`config.mk`:
```
export PLATFORM = sky130hd
export DESIGN_NAME = ram_access_guard
export DESIGN_NICKNAME = d
export VERILOG_FILES = /design/src/rtl/ram_access_guard.sv
export SDC_FILE = /design/constraint.sdc
export NUM_CORES = 1
export LEC_CHECK = 0
export BUFFER_PORTS_ARGS = -buffer_cell sky130_fd_sc_hd__buf_2
export CAP_MARGIN = 10
export CORE_MARGIN = 10
export CORE_UTILIZATION = 30
export CTS_CLUSTER_SIZE = 14
export DETAILED_ROUTE_END_ITERATION = 6
export PLACE_DENSITY_LB_ADDON = 0.3
export SLEW_MARGIN = 20
export SYNTH_ARGS = -nofsm -noshare
export SYNTH_HDL_FRONTEND = slang
export SYNTH_SLANG_ARGS = --single-unit
export TNS_END_PERCENT = 20
```
`constraint.sdc`:
```
create_clock -name clk -period 2.7 [get_ports clk]
set_input_delay 0.54 -clock clk [delete_from_list [all_inputs] [get_ports clk]]
set_output_delay 0.54 -clock clk [all_outputs]
set_load 0.01 [all_outputs]
```
`src/rtl/ram_access_guard.sv`:
```
module ram_access_guard #(
  parameter int DEPTH = 48,
  parameter int AW = 8,
  parameter int DW = 32,
  localparam int RW = (DEPTH > 1) ? $clog2(DEPTH) : 1
) (
  input  logic          clk,
  input  logic          rst_n,
  input  logic          bus_valid,
  input  logic          bus_write,
  input  logic          bus_reg,
  input  logic [AW-1:0] bus_addr,
  input  logic [DW-1:0] bus_wdata,
  output logic [DW-1:0] bus_rdata,
  output logic          bus_rvalid,
  input  logic          eng_busy,
  output logic          ram_en,
  output logic          ram_we,
  output logic [RW-1:0] ram_addr,
  output logic [DW-1:0] ram_wdata,
  input  logic [DW-1:0] ram_rdata,
  output logic          irq
);
  logic [1:0] flags, ctrl, set_v, clr_v;
  logic       in_range, ram_acc, reg_wr, rsel_ram;
  logic [DW-1:0] rreg_q, reg_rd;

  assign in_range = ({{(32-AW){1'b0}}, bus_addr} < DEPTH);
  assign ram_acc  = bus_valid & ~bus_reg;
  assign reg_wr   = bus_valid & bus_reg & bus_write;

  assign ram_en    = ram_acc & in_range & ~eng_busy;
  assign ram_we    = ram_en & bus_write;
  assign ram_addr  = bus_addr[RW-1:0];
  assign ram_wdata = bus_wdata;

  assign set_v = {ram_acc & eng_busy, ram_acc & ~in_range};
  assign clr_v = (reg_wr && bus_addr == AW'(2)) ? bus_wdata[1:0] : 2'b00;

  always_comb begin
    reg_rd = '0;
    if (bus_addr == AW'(0)) reg_rd[1:0] = ctrl;
    else if (bus_addr == AW'(1)) reg_rd[1:0] = flags;
  end

  always_ff @(posedge clk or negedge rst_n) begin
    if (!rst_n) begin
      flags      <= '0;
      ctrl       <= '0;
      bus_rvalid <= 1'b0;
      rsel_ram   <= 1'b0;
      rreg_q     <= '0;
    end else begin
      flags      <= (flags & ~clr_v) | set_v;
      if (reg_wr && bus_addr == AW'(0)) ctrl <= bus_wdata[1:0];
      bus_rvalid <= bus_valid & ~bus_write;
      rsel_ram   <= ram_en & ~bus_write;
      rreg_q     <= (bus_valid && bus_reg && !bus_write) ? reg_rd : '0;
    end
  end

  assign bus_rdata = rsel_ram ? ram_rdata : rreg_q;
  assign irq = |(flags & ctrl);

  assert_busy_blocks_R3: assert property (@(posedge clk) disable iff (!rst_n)
    eng_busy |-> !ram_en);
  assert_range_only_R2: assert property (@(posedge clk) disable iff (!rst_n)
    ram_en |-> ({{(32-AW){1'b0}}, bus_addr} < DEPTH));
  assert_sticky_addr_R7: assert property (@(posedge clk) disable iff (!rst_n)
    (flags[0] && clr_v[0] == 1'b0) |=> flags[0]);
  assert_sticky_ram_R7: assert property (@(posedge clk) disable iff (!rst_n)
    (flags[1] && clr_v[1] == 1'b0) |=> flags[1]);
  assert_irq_needs_enable_R5: assert property (@(posedge clk) disable iff (!rst_n)
    irq |-> (ctrl != 2'b00));
  assert_read_latency_R1: assert property (@(posedge clk) disable iff (!rst_n)
    (bus_valid && !bus_write) |=> bus_rvalid);
endmodule

```
==> flow_summary.json <==
{
  "crit_slowest_cell": "dfrtp_1",
  "crit_required_ps": 2160,
  "yosysWarnings": 0,
  "status": "complete, no violations",
  "fillCellCount": 302,
  "netSwitchingFraction": 0.251,
  "vias_per_cell": 4.61,
  "vias": 889,
  "rows": 19,
  "synth_seq_cells": 8,
  "fmax_mhz": 478,
  "relSlewSlack": 0.575,
  "ir_worst_vdd_uv": 180,
  "grt_pass1_vias": 916,
  "end_kind": "output pin",
  "fin_crit_ps": 2090,
  "critPathKind": "flip-flop to output pin",
  "avgSynthCellArea_um2": 8.38,
  "p_comb_frac": 0.245,
  "setup_tns_ps": 0,
  "worstPathCellList": "mux2_2 > buf_2",
  "synthArstFlopShare": 1.00,
  "drtPass1Iterations": 2,
  "htreeDepth": 1,
  "synth_edf_count": 0,
  "tightest_slew_ps": 638,
  "report.final.slew_viol_count": 0,
  "coreArea_um2": 2830,
  "cts_resized": 0,
  "antenna_found_initial": 0,
  "fin_skew_ps": 5.49,
  "r2r_slack_ps": 1920,
  "ant_nets": 0,
  "worst_hold_slack_ps": 120,
  "start_util": 0.323,
  "finalSetupViolations": 0,
  "pwr-share-seq": 0.439,
  "maxCapViolCount": 0,
  "ys_seq_area_frac": 0.219,
  "antenna_cells": 0,
  "cell_internal_pwr_mw": 0.209,
  "cts.sinks": 8,
  "pin_count": 152,
  "r2r_cells": 1,
  "slowest_delay_ps": 740,
  "p_sw_mw": 0.0703,
  "dieArea_um2": 5650,
  "multiInputGateArea_um2": 409,
  "first_iter_violations": 9,
  "hold_viol_final": 0,
  "dpl.hpwl_um": 2840,
  "mostFrequentLayoutCells": "91 x buf_2, 30 x and2_1, 8 x dfrtp_1",
  "startpoint_type": "flip-flop",
  "layout.nets": 242,
  "drt_wl_total_um": 3130,
  "yosysUniqueCellTypes": 24,
  "path_buf_inv": 1,
  "overflow": 0,
  "die_h_um": 75.2,
  "power_density_nw_per_um2": 247,
  "clk-insertion-delay-late_ps": 250,
  "mostFrequentLayoutCell": "buf_2",
  "synthCells": 109,
  "cts_tree": "yes",
  "grtUsageTotal": 0.0982,
  "grt_pass1_wl_um": 4330,
  "wl_per_cell_um": 16.2,
  "cts_max_path_buffers": 2,
  "grt_setup_unrepaired": "false",
  "clock-root-buffer": "clkbuf_4",
  "postCtsHoldBufs": 0,
  "hp-class": "primary input to asynchronous set/reset pin",
  "crit_family": "flip-flops",
  "postCtsSetupRepairBufs": 0,
  "synth_flop_cell": "dfrtp_1",
  "io_buffers": 91,
  "pwr-share-clk": 0.317,
  "cp_max_fo": 32,
  "grt_start_max_net_pins": 33,
  "rr_endpoint": "ctrl[1]",
  "power.total_mw": 0.280,
  "drive_gt1_frac": 0.611,
  "register_area_um2": 200,
  "area_growth_syn_to_layout_pct": 24.1,
  "p_leak_nw": 0.708,
  "clk_pin_slew_ps": 50,
  "drt_drc_violations_left": 0,
  "synth_nets": 187,
  "cp_data_arrival_time_ps": 1550,
  "fin_crit_sh": 0.776,
  "dieWidth_um": 75.2,
  "r2r_start": "ctrl[1]",
  "synth_area_um2": 913,
  "gp_congestion": 0.842,
  "cts_buffers": 3
}
-- cell type report --
class	instances	share of cell area
Sequential cell	8	0.177
Tap cell	31	0.0342
Inverter	2	0.00662
Multi-Input combinational cell	58	0.361
Clock buffer	3	0.0199
Timing Repair Buffer	91	0.402
-- flip-flops by register name, indices dropped and copies added, names as in the netlist --
name and cells:
rreg_q 2, ctrl 2, bus_rvalid 1, flags 2, rsel_ram 1
-- cells by family (layout without fill, tap and decap cells) --
family	after synthesis	after routing	synth area share
AND/OR/NAND/NOR	46	46	0.329
buffers and inverters	43	96	0.333
flip-flops	8	8	0.219
AO/OA/AOI/OAI	6	6	0.0480
multiplexers	6	6	0.0712
-- how the worst max path moves through the flow --
stage	start	cells past startpoint	slack [ps]	to
3_3_place_gp	bus_addr[4]	5	760	ram_we
5_1_grt	rsel_ram	2	500	bus_rdata[1]
4_1_cts	rsel_ram	2	590	bus_rdata[1]
3_5_place_dp	bus_addr[5]	4	740	ctrl[1]
6_report	rsel_ram	2	610	bus_rdata[1]
2_1_floorplan	bus_addr[5]	3	900	ctrl[0]
-- per-stage QoR --
step | worst slack (ps) | util | instances | instance area, um2
after floorplan | 905 | - | 109 | 913
after global placement | 756 | 0.393 | 190 | 1110
after detailed placement | 742 | 0.393 | 190 | 1110
after CTS | 592 | 0.401 | 193 | 1130
after global routing | 496 | 0.401 | 193 | 1130
final | 606 | 0.401 | 193 | 1130
-- layer usage --
layer / up-vias / global-route usage / wire length (um)
li1: 424 / - / -
met1: 373 / 0.0916 / 1130
met2: 88 / 0.159 / 1260
met3: 4 / 0.0788 / 697
met4: 0 / 0.0371 / 37
met5: - / 0 / 0
-- synth_stat cells (2+ instances only) --
cell,count,area share
buf_4,38,0.31
and2_1,30,0.21
dfrtp_1,8,0.22
clkbuf_1,3,0.012
nand2_1,3,0.012
nor2_1,3,0.012
inv_1,2,0.0082
mux2_1,2,0.025
mux2_2,2,0.025
mux2i_1,2,0.022
o21ai_1,2,0.011
o41ai_1,2,0.019
-- power groups by stage --
stage	Clock (mW)	Sequential, mW	Combinational, mW
floorplan	0	0.125	0.0730
global placement	0	0.125	0.0685
detailed placement	0	0.125	0.0700
CTS	0.0919	0.123	0.0701
global route	0.0988	0.123	0.0775
finish	0.0886	0.123	0.0684
Power figures use the tool's default switching activity.
